File: src/rtl/pcm_lc_pkg.sv
`timescale 1ns/1ps
package pcm_lc_pkg;

    localparam int CODE_W = 4;

    typedef enum logic [CODE_W-1:0] {
        CODE_NRZ_L  = 4'd0,
        CODE_NRZ_M  = 4'd1,
        CODE_NRZ_S  = 4'd2,
        CODE_BIO_L  = 4'd3,
        CODE_BIO_M  = 4'd4,
        CODE_BIO_S  = 4'd5,
        CODE_DM_M   = 4'd6,
        CODE_DM_S   = 4'd7,
        CODE_RNRZ_L = 4'd8
    } line_code_e;

    typedef enum logic [1:0] {
        ST_IDLE   = 2'd0,
        ST_FIRST  = 2'd1,
        ST_SECOND = 2'd2
    } half_state_e;

endpackage

File: src/rtl/pcm_prbs.sv
`timescale 1ns/1ps
module pcm_prbs #(
    parameter int          LEN    = 15,
    parameter int          TAP_HI = 15,
    parameter int          TAP_LO = 14,
    parameter logic [14:0] SEED   = '1
) (
    input  logic clk,
    input  logic rst_n,
    input  logic advance,
    output logic rand_bit
);
    logic [LEN-1:0] lfsr_q;

    assign rand_bit = lfsr_q[TAP_HI-1] ^ lfsr_q[TAP_LO-1];

    always_ff @(posedge clk) begin
        if (!rst_n) begin
            lfsr_q <= SEED[LEN-1:0];
        end else if (advance) begin
            lfsr_q <= {lfsr_q[LEN-2:0], rand_bit};
        end
    end

    AST_PRBS_ALIVE: assert property (@(posedge clk) disable iff (!rst_n)
        lfsr_q != '0);

endmodule

File: src/rtl/pcm_half_levels.sv
`timescale 1ns/1ps
module pcm_half_levels
    import pcm_lc_pkg::*;
(
    input  logic [CODE_W-1:0] code,
    input  logic              data,
    input  logic              line_now,
    input  logic              prev_mark,
    input  logic              rand_bit,
    output logic              first_lvl,
    output logic              second_lvl,
    output logic              mark
);
    logic boundary;

    always_comb begin
        mark      = (code == CODE_DM_S) ? ~data : data;
        boundary  = ~prev_mark & ~mark;
        first_lvl  = data;
        second_lvl = data;
        case (code)
            CODE_NRZ_M: begin
                first_lvl  = line_now ^ data;
                second_lvl = first_lvl;
            end
            CODE_NRZ_S: begin
                first_lvl  = line_now ^ ~data;
                second_lvl = first_lvl;
            end
            CODE_BIO_L: begin
                first_lvl  = data;
                second_lvl = ~data;
            end
            CODE_BIO_M: begin
                first_lvl  = ~line_now;
                second_lvl = first_lvl ^ data;
            end
            CODE_BIO_S: begin
                first_lvl  = ~line_now;
                second_lvl = first_lvl ^ ~data;
            end
            CODE_DM_M, CODE_DM_S: begin
                first_lvl  = line_now ^ boundary;
                second_lvl = first_lvl ^ mark;
            end
            CODE_RNRZ_L: begin
                first_lvl  = data ^ rand_bit;
                second_lvl = first_lvl;
            end
            default: begin
                first_lvl  = data;
                second_lvl = data;
            end
        endcase
    end

endmodule

File: src/rtl/pcm_line_encoder.sv
`timescale 1ns/1ps
module pcm_line_encoder
    import pcm_lc_pkg::*;
#(
    parameter int          PRBS_LEN  = 15,
    parameter int          PRBS_HI   = 15,
    parameter int          PRBS_LO   = 14,
    parameter logic [14:0] PRBS_SEED = '1
) (
    input  logic              clk,
    input  logic              rst_n,
    input  logic              bit_in,
    input  logic              bit_stb,
    input  logic [CODE_W-1:0] code_sel,
    output logic              line_out,
    output logic              bit_clk
);
    half_state_e       state_q, state_d;
    logic              accept;
    logic              second_q;
    logic              prev_mark_q;
    logic [CODE_W-1:0] cur_code_q;
    logic              rand_bit;
    logic              first_lvl, second_lvl, mark;

    assign accept = bit_stb && (state_q != ST_FIRST);

    pcm_prbs #(
        .LEN   (PRBS_LEN),
        .TAP_HI(PRBS_HI),
        .TAP_LO(PRBS_LO),
        .SEED  (PRBS_SEED)
    ) i_prbs (
        .clk     (clk),
        .rst_n   (rst_n),
        .advance (accept),
        .rand_bit(rand_bit)
    );

    pcm_half_levels i_levels (
        .code      (code_sel),
        .data      (bit_in),
        .line_now  (line_out),
        .prev_mark (prev_mark_q),
        .rand_bit  (rand_bit),
        .first_lvl (first_lvl),
        .second_lvl(second_lvl),
        .mark      (mark)
    );

    always_comb begin
        state_d = state_q;
        unique case (state_q)
            ST_IDLE:   state_d = accept ? ST_FIRST : ST_IDLE;
            ST_FIRST:  state_d = ST_SECOND;
            ST_SECOND: state_d = accept ? ST_FIRST : ST_IDLE;
            default:   state_d = ST_IDLE;
        endcase
    end

    always_ff @(posedge clk) begin
        if (!rst_n) state_q <= ST_IDLE;
        else        state_q <= state_d;
    end

    always_ff @(posedge clk) begin
        if (!rst_n) begin
            line_out    <= 1'b0;
            second_q    <= 1'b0;
            prev_mark_q <= 1'b1;
            cur_code_q  <= CODE_NRZ_L;
        end else if (accept) begin
            line_out    <= first_lvl;
            second_q    <= second_lvl;
            prev_mark_q <= mark;
            cur_code_q  <= code_sel;
        end else if (state_q == ST_FIRST) begin
            line_out    <= second_q;
        end
    end

    assign bit_clk = (state_q == ST_FIRST);

    AST_HALF_ORDER: assert property (@(posedge clk) disable iff (!rst_n)
        state_q == ST_FIRST |=> state_q == ST_SECOND);

    AST_BITCLK_PULSE: assert property (@(posedge clk) disable iff (!rst_n)
        bit_clk |=> !bit_clk);

    AST_LEVEL_FLAT: assert property (@(posedge clk) disable iff (!rst_n)
        (state_q == ST_FIRST && (cur_code_q == CODE_NRZ_L || cur_code_q == CODE_NRZ_M ||
         cur_code_q == CODE_NRZ_S || cur_code_q == CODE_RNRZ_L))
        |=> $stable(line_out));

    AST_BIO_L_MID: assert property (@(posedge clk) disable iff (!rst_n)
        (state_q == ST_FIRST && cur_code_q == CODE_BIO_L)
        |=> line_out != $past(line_out));

    AST_BIO_START: assert property (@(posedge clk) disable iff (!rst_n)
        (accept && (code_sel == CODE_BIO_M || code_sel == CODE_BIO_S))
        |=> line_out != $past(line_out));

    AST_IDLE_HOLD: assert property (@(posedge clk) disable iff (!rst_n)
        (state_q != ST_FIRST && !bit_stb) |=> $stable(line_out));

endmodule

File: config.mk
export PLATFORM = sky130hd
export DESIGN_NAME = pcm_line_encoder
export DESIGN_NICKNAME = d
export VERILOG_FILES = /design/src/rtl/pcm_lc_pkg.sv /design/src/rtl/pcm_prbs.sv /design/src/rtl/pcm_half_levels.sv /design/src/rtl/pcm_line_encoder.sv
export SDC_FILE = /design/constraint.sdc
export NUM_CORES = 1
export LEC_CHECK = 0
export BUFFER_PORTS_ARGS = -buffer_cell sky130_fd_sc_hd__buf_2
export CAP_MARGIN = 20
export CORE_MARGIN = 1.5
export CORE_UTILIZATION = 56
export CTS_CLUSTER_SIZE = 24
export DETAILED_ROUTE_END_ITERATION = 10
export GPL_ROUTABILITY_DRIVEN = 0
export PLACE_DENSITY = 0.73
export SYNTH_ARGS = -nofsm -noshare
export SYNTH_HDL_FRONTEND = slang
export SYNTH_SLANG_ARGS = --single-unit
File: constraint.sdc
create_clock -name clk -period 1.94 [get_ports clk]
set_clock_uncertainty 0.1 [all_clocks]
set_input_delay 0.097 -clock clk [delete_from_list [all_inputs] [get_ports clk]]
set_output_delay 0.097 -clock clk [all_outputs]
set_load 0.01 [all_outputs]
## Yosys cells after proc, flatten, opt, wreduce, memory -nomap -nowiden

Index checks and enable logic that the tools add are counted.

- Equality and inequality tests: 11
- Multiplexer cells: 7
- Bitwise gates (word level): 13
- Reductions and logical operators: 6

Operator list:

| operator | count |
|---|---|
| $eq A4 B3 Y1 const B | 4 |
| $eq A4 B2 Y1 const B | 2 |
| $xor A1 B1 Y1 | 8 |
| $pmux W1 S7 | 1 |
| $reduce_or A2 Y1 | 3 |
| $pmux W1 S5 | 1 |
| $eq A4 B1 Y1 const B | 1 |
| $eq A4 B4 Y1 const B | 1 |
| $mux W1 | 4 |
| $not A1 Y1 | 4 |
| $pmux W2 S2 | 1 |
| $eq A2 B1 Y1 const B | 1 |
| $eq A2 B2 Y1 const B | 1 |
| $logic_not A2 Y1 | 1 |
| $ne A2 B1 Y1 const B | 1 |
| $reduce_bool A2 Y1 | 1 |
| $and A1 B1 Y1 | 1 |
| $logic_and A1 B1 Y1 | 1 |

- Register bits after elaboration: 20
- Bits of input ports: 8
- Output and inout port bits: 2
- Word-level logic and storage cells: 42

## Longest topological paths before layout

Gate-level depths: netlist of run 1.

- Word-level depth: 7
- Mapped depth: 6
- Depth with buffers taken out: 6

## By module

Synthesis of run 1 repeated with hierarchy kept, for this count alone.

- Cells, all modules: 119
- Area total of the unflattened synthesis: 1072.3 um^2

Modules (own cells, without submodules):

| module | instances | cells an instance | area an instance (um^2) | sequential area each (um^2) |
|---|---|---|---|---|
| pcm_prbs | 1 | 50 | 554.3 | 300.3 |
| pcm_half_levels | 1 | 50 | 321.6 | 0.0 |
| pcm_line_encoder | 1 | 19 | 196.4 | 100.1 |

## Worst setup path after synthesis of run 1

OpenSTA, ideal clock, no wires.

- Kind: register to register
- Start: register line_out
- End: register second_q
- Library setup time: 0.070 ns
- Data arrival time: 1.522 ns
- Data required time: 1.770 ns
- Slack: 0.248 ns
- Cell stages (with the launch flop): 6
- Path buffers: 0
- Period minus slack after synthesis: 1.692 ns
- Path through: dfxtp_1 > xor2_1 > or4b_1 > a31oi_1 > nor4b_1 > a21oi_1

- Longest elaborated chain between the ends: 3
- Elaborated cells on any way between the ends: 8
- Those cells by class: 1 x mux; 7 x bitwise

RTL lines:

| what | RTL line | source |
|---|---|---|
| start, declared | pcm_line_encoder.sv:15 | `output logic line_out,` |
| start signal, assigned | pcm_line_encoder.sv:73 | `line_out <= first_lvl;` |
| start signal, assigned | pcm_line_encoder.sv:78 | `line_out <= second_q;` |
| $xor A1 B1 Y1 / $not A1 Y1 (equally long branches) | pcm_half_levels.sv:43, pcm_half_levels.sv:35, pcm_half_levels.sv:39 |  |
| $xor A1 B1 Y1 (on tied branches) | pcm_half_levels.sv:44, pcm_half_levels.sv:36, pcm_half_levels.sv:40 |  |
| $pmux W1 S7 * | pcm_half_levels.sv:21 | `case (code)` |
| end signal, assigned | pcm_line_encoder.sv:74 | `second_q <= second_lvl;` |
| end, declared | pcm_line_encoder.sv:20 | `logic second_q;` |

Mark *: on every way between the ends. The rest lies on a longest branch, timed or not.
A chain may end at the register's enable or synchronous reset.

## Worst setup path in the final report of run 1

Ends and elaborated chain as after synthesis.

==> results of run 1 <==
-- logic make-up after synthesis --
logic type / Yosys count / synth area share [%]
AOI/OAI and AO/OA: 20 / 12.6
xor gates and xnor gates: 7 / 7.70
buffers and inverters: 16 / 6.31
DFF: 20 / 40.4
and+or+nand+nor: 70 / 33.0
-- state kept, by name (all words and copies together), names as in the netlist --
name / cells
i_prbs.lfsr_q: 15
state_q: 2
line_out: 1
prev_mark_q: 1
second_q: 1
-- Yosys cell counts (3+ instances only) --
cell type	number	area share [%]
xor2_1	3	2.7
nor3_1	5	2.5
dfxtp_1	20	40
nand3_1	15	7.6
a21oi_1	4	2.0
o21ai_0	6	3.0
clkbuf_1	7	2.7
inv_1	7	2.7
nand2_1	32	12
nor2_1	7	2.7
xnor2_1	3	2.7
-- metal layers --
layer / up-vias / GRT usage, %
met4: 0 / 14.1
met3: 5 / 6.00
met5: - / 0
met1: 415 / 25.1
met2: 18 / 34.0
li1: 460 / -
-- cell type report --
cell class / count / area (sq um) / area share (%)
Clock buffer: 3 / 22.5 / 2.11
Inverter: 7 / 26.3 / 2.46
Multi-Input combinational cell: 97 / 528 / 49.4
Sequential cell: 20 / 400 / 37.5
Tap cell: 17 / 21.3 / 1.99
Timing Repair Buffer: 12 / 70.1 / 6.56
-- worst max-delay path, cell delays in order (launching register included) --
cell     delay [ps]
dfxtp_1         360
xor2_1          240
or4b_1          450
a31oi_1         230
nor4b_1          90
a21oi_1         140
-- report_power, final --
group          internal [W]  switching [W]  total (W)  leakage [nW]
registers          0.000443      0.0000179   0.000460         0.166
clock network     0.0000724       0.000116   0.000188        0.0138
logic             0.0000708      0.0000899   0.000161         0.337
total              0.000586       0.000224   0.000809         0.516
-- path summary, 6_finish.rpt --
kind / from / endpoint / slack (ps) / cells past startpoint
worst min register to register: state_q[0] / state_q[0] / 330 / 1
worst max register to register: line_out / second_q / 280 / 5
worst min-delay path: rst_n / i_prbs.lfsr_q[6] / 30 / 2
worst max-delay path: line_out / second_q / 280 / 5
-- repair_timing --
item,in CTS,in global routing
hold buffers,1,0
endpoints found under the setup margin,0,0
hold endpoints to repair,2,0
-- per-stage QoR --
step,hold WS [ps],std cells
after floorplan,162,133
after global placement,309,152
after detailed placement,304,152
after CTS,21.4,156
after global routing,35.2,156
final,27.1,156
==> metrics.md, run 1 <==
| Metric | Value |
|---|---|
| Maximum fanout along the worst path | `3` |
| Initial antenna violation count | `0` |
| Fin util | `63.3%` |
| Largest net degree at the start of global routing | `19` |
| Gr usage total | `21.4%` |
| Max clock buf depth | `2` |
| Placed cell area | `1040 sq um` |
| Status | `finished, final reports clean` |
| CP required | `2080 ps` |
| Top Layer Used | `met4` |
| P per Cell Area | `approximately 760 nW/um^2` |
| # IOs | `10` |
| Most common cell after layout, fill and taps aside | `nand2_1` |
| DRT met1 WL | `820 microns` |
| Clk Latency, worst-skew pair | `300 ps` |
| Routed wire length | `1850 microns` |
| Startpoint Class | `register` |
| Final setup margin | `278 ps` |
| Total CTS buffers | `3` |
| Vias/cell | `between 5 and 6` |
| YS warnings | `0` |
| Ys async rst share | `0%` |
| Met2 WL | `between 900 and 1000 microns` |
| Worst hold-check path type | `input pin to register` |
| Met3 wire length | `60 microns` |
| DR iter-0 viols | `8` |
| Final worst-path cycle share | `85.7%` |
| Actual slew at the worst max-slew pin | `roughly 550 ps` |
| Fillers | `160` |
| Slew Viols, Final | `0` |
| CTS tree | `yes` |
| Pleak | `0.516 nW` |
| Max cap viols | `0` |
| Crit path arrival time | `between 1500 and 2000 ps` |
| Routed vias | `898` |
| Pre-CTS setup slack | `309 ps` |
| Resized Gates After CTS | `0` |
| Post-CTS Setup Bufs | `0` |
| First-pass GRT wire length | `3090 microns` |
| Layout area overhead | `7.83%` |
| CP Class | `register to register` |
| Vias in the first global route | `748` |
| Mapped Area | `991 sq um` |
| Number of enable flip-flop cells after synthesis | `0` |
| Post-Syn Instances | `between 100 and 150` |
| CTS clk-pin slew, worst paths | `100 ps` |
| Die Area | `about 2000 sq um` |
| Mean Syn Cell Area | `7.45 sq um` |
| Seq/Total Area, Yosys | `40.4%` |
| IO buf count | `9` |
| Max Freq | `602 MHz` |
| Most frequent cells in the layout | `nand2_1 (32), dfxtp_1 (20), nand3_1 (15), buf_2 (9)` |
| Final setup TNS | `0 ps` |
| Total congestion overflow | `0` |
| Detail Route Antenna Nets | `0` |
| Final-report hold violation count | `0` |
| Fin nets | `149` |
| Crit path capture type | `register` |
| Fraction of layout cells with a size suffix above 1 | `around 12%` |
| RSZ-0062 raised after global routing | `false` |
| DIE HEIGHT | `45.1 microns` |
| Post-DP HPWL | `1310 microns` |
| Flops & latches, synth | `20` |
| Core area | `1690 sq um` |
| Wirelength per Cell | `11.9 microns` |
| Primary FF master, synth | `dfxtp_1` |
| TritonCTS Sinks | `20` |
| Total Power | `0.000809 W` |
| Residual DRC | `0` |
| Post-synth cell types | `31` |
| H-Tree Depth | `1` |
| Ant diodes | `0` |
| Tmin final | `1660 ps` |
| Fin area | `1070 sq um` |
| Row count | `15` |
| VDD IR max | `0.398 mV` |
| Syn nets | `141` |
| Initial Util | `58.7%` |
| Root buf cell | `clkbuf_4` |
| Drt pass-1 iters | `4` |
| Die Span X | `45.1 microns` |
| Final setup fails | `0` |
| Relative slew slack | `between 60% and 70%` |
Note: power is estimated with default switching activity, not from simulation.
==> run 2: changes to the inputs <==
- CORE_MARGIN: 1.5 -> unset
- CORE_UTILIZATION: 56 -> 60
- PLACE_DENSITY: 0.73 -> 0.78
- clock period: 1.94 -> 2.14 ns (I/O delays scaled with it)
==> metrics.md, run 2 (synthesis gave the netlist of run 1 again) <==
| Metric | Value |
|---|---|
| Fraction of layout cells with a size suffix above 1 | `11.5% (unchanged)` |
| CTS clk-pin slew, worst paths | `120 ps (was 100 ps)` |
| Root buf cell | `clkbuf_4 (unchanged)` |
| Vias in the first global route | `830 (was 748)` |
| Number of flip-flops in the largest register | `15 (unchanged)` |
| Resized Gates After CTS | `0 (unchanged)` |
| Most frequent cells in the layout | `nand2_1 (32), dfxtp_1 (20), nand3_1 (15), buf_2 (9) (unchanged)` |
| Detail Route Antenna Nets | `0 (unchanged)` |
| CTS tree | `yes (unchanged)` |
| Routed vias | `899 (was 898)` |
| Startpoint Class | `register (unchanged)` |
| Multi-input gate area | `528 sq um (unchanged)` |
| Total congestion overflow | `0 (unchanged)` |
| Clock share of power | `35.5% (was 23.3%)` |
| Largest net degree at the start of global routing | `19 (unchanged)` |
| Max cap viols | `0 (unchanged)` |
| Area occupied by registers | `400 sq um (unchanged)` |
| CP Class | `register to register (unchanged)` |
| Row count | `14 (was 15)` |
| Drt pass-1 iters | `6 (was 4)` |
| Crit path arrival time | `2040 ps (was 1800 ps)` |
| IO buf count | `9 (unchanged)` |
| Clk Latency, worst-skew pair | `310 ps (was 300 ps)` |
| Most common cell after layout, fill and taps aside | `nand2_1 (unchanged)` |
| Final-report hold violation count | `0 (unchanged)` |
| Die Area | `1820 sq um (was 2030 sq um)` |
| Routed wire length | `1910 microns (was 1850 microns)` |
| TritonCTS Sinks | `20 (unchanged)` |
| Max Freq | `527 MHz (was 602 MHz)` |
| Die Span X | `42.6 microns (was 45.1 microns)` |
| Actual slew at the worst max-slew pin | `555 ps (was 546 ps)` |
| Pleak | `0.525 nW (was 0.516 nW)` |
| Crit path capture type | `register (unchanged)` |
| Ant diodes | `0 (unchanged)` |
| Total Power | `0.000872 W (was 0.000809 W)` |
| Relative slew slack | `62.9% (was 63.5%)` |
| Cell Int Power | `0.000653 W (was 0.000586 W)` |
| Initial Util | `65.0% (was 58.7%)` |
| Fin util | `71.5% (was 63.3%)` |
| Sw Share | `25.1% (was 27.6%)` |
| Largest reg by FF count | `i_prbs.lfsr_q (unchanged)` |
| Final setup TNS | `0 ps (unchanged)` |
| Final setup fails | `0 (unchanged)` |
| Max clock buf depth | `2 (unchanged)` |
| Seq pwr share | `48.1% (was 56.9%)` |
| Residual DRC | `0 (unchanged)` |
| P_sw | `0.000219 W (was 0.000224 W)` |
| Post-CTS Setup Bufs | `0 (unchanged)` |
| DIE HEIGHT | `42.6 microns (was 45.1 microns)` |
| Fillers | `132 (was 160)` |
| Combinational power share | `16.4% (was 19.9%)` |
| Final setup margin | `243 ps (was 278 ps)` |
| Top flop regs | `i_prbs.lfsr_q x15, state_q x2 (unchanged)` |
| Final worst-path cycle share | `88.7% (was 85.7%)` |
| VDD IR max | `0.493 mV (was 0.398 mV)` |
| Hold WS | `24.1 ps (was 27.1 ps)` |
| Wirelength per Cell | `12.3 microns (was 11.9 microns)` |
| First-pass GRT wire length | `3400 microns (was 3090 microns)` |
| Core area | `1520 sq um (was 1690 sq um)` |
| Fin nets | `148 (was 149)` |
| # IOs | `10 (unchanged)` |
| P per Cell Area | `800 nW/um^2 (was 758 nW/um^2)` |
| Status | `finished, final reports clean (unchanged)` |
| Worst hold-check path type | `input pin to register (unchanged)` |
| Vias/cell | `5.80 (was 5.76)` |
| Post-DP HPWL | `1290 microns (was 1310 microns)` |
| Layout area overhead | `9.98% (was 7.83%)` |
| Worst path slowest cell | `dfxtp_1 (was or4b_1)` |
| DR iter-0 viols | `32 (was 8)` |
| CP peak stage delay | `490 ps (was 450 ps)` |
| Total CTS buffers | `3 (unchanged)` |
| RSZ-0062 raised after global routing | `false (unchanged)` |
| H-Tree Depth | `1 (unchanged)` |
| Maximum fanout along the worst path | `7 (was 3)` |
| Slew Viols, Final | `0 (unchanged)` |
| Gr usage total | `24.9% (was 21.4%)` |
| Critical path cell sequence | `xor2_1 -> or4b_1 -> a31oi_1 -> nor4b_1 -> a21oi_1 (unchanged)` |
| Initial antenna violation count | `0 (unchanged)` |
| CP required | `2280 ps (was 2080 ps)` |
| Pre-CTS setup slack | `313 ps (was 309 ps)` |
| Tmin final | `1900 ps (was 1660 ps)` |
==> run 2: worst max-delay path: cells and delay by family (launching register included) <==
family                    cells  cell delay (ps)
xor gates and xnor gates      1              300
AOI/OAI and AO/OA             2              380
and+or+nand+nor               2              560
DFF                           1              490
==> run 2: path summary, 6_finish.rpt <==
kind	to	cells past startpoint	slack (ps)	from
hold / removal	i_prbs.lfsr_q[12]	2	20	rst_n
hold reg to reg	state_q[0]	1	330	state_q[0]
setup / recovery	second_q	5	240	line_out
setup reg to reg	second_q	5	240	line_out
==> run 2: timing repair <==
item / in CTS / in global routing
endpoints found under the setup margin: 0 / 0
endpoints found under the hold margin: 2 / 0
hold buffers: 1 / 0
==> run 2: cell type report <==
cell class              count  area share (%)
flip-flops and latches     20            36.7
multi-input cells          97            48.4
clock buffers               3            2.07
clock inverters             1            2.76
repair buffers             11            5.74
inverters                   7            2.41
well taps                  16            1.84
==> run 2: routing by layer <==
layer | GRT usage [%] | wire length, microns
met3 | 5.17 | 62
met1 | 33.2 | 930
met5 | 0 | 0
met4 | 12.5 | 35
met2 | 37.6 | 878
==> run 2: power by group through the flow <==
stage	registers (W)	clock network, W	logic, W
global route	0.000424	0.000336	0.000162
global placement	0.000427	0	0.000135
finish	0.000420	0.000310	0.000143
floorplan	0.000425	0	0.000113
CTS	0.000420	0.000316	0.000142
detailed placement	0.000428	0	0.000139
==> run 2: per-stage QoR <==
stage / instances / area [sq um]
6_report: 155 / 1090
5_1_grt: 155 / 1090
4_1_cts: 155 / 1090
3_5_place_dp: 150 / 1030
3_3_place_gp: 150 / 1030
2_1_floorplan: 133 / 991
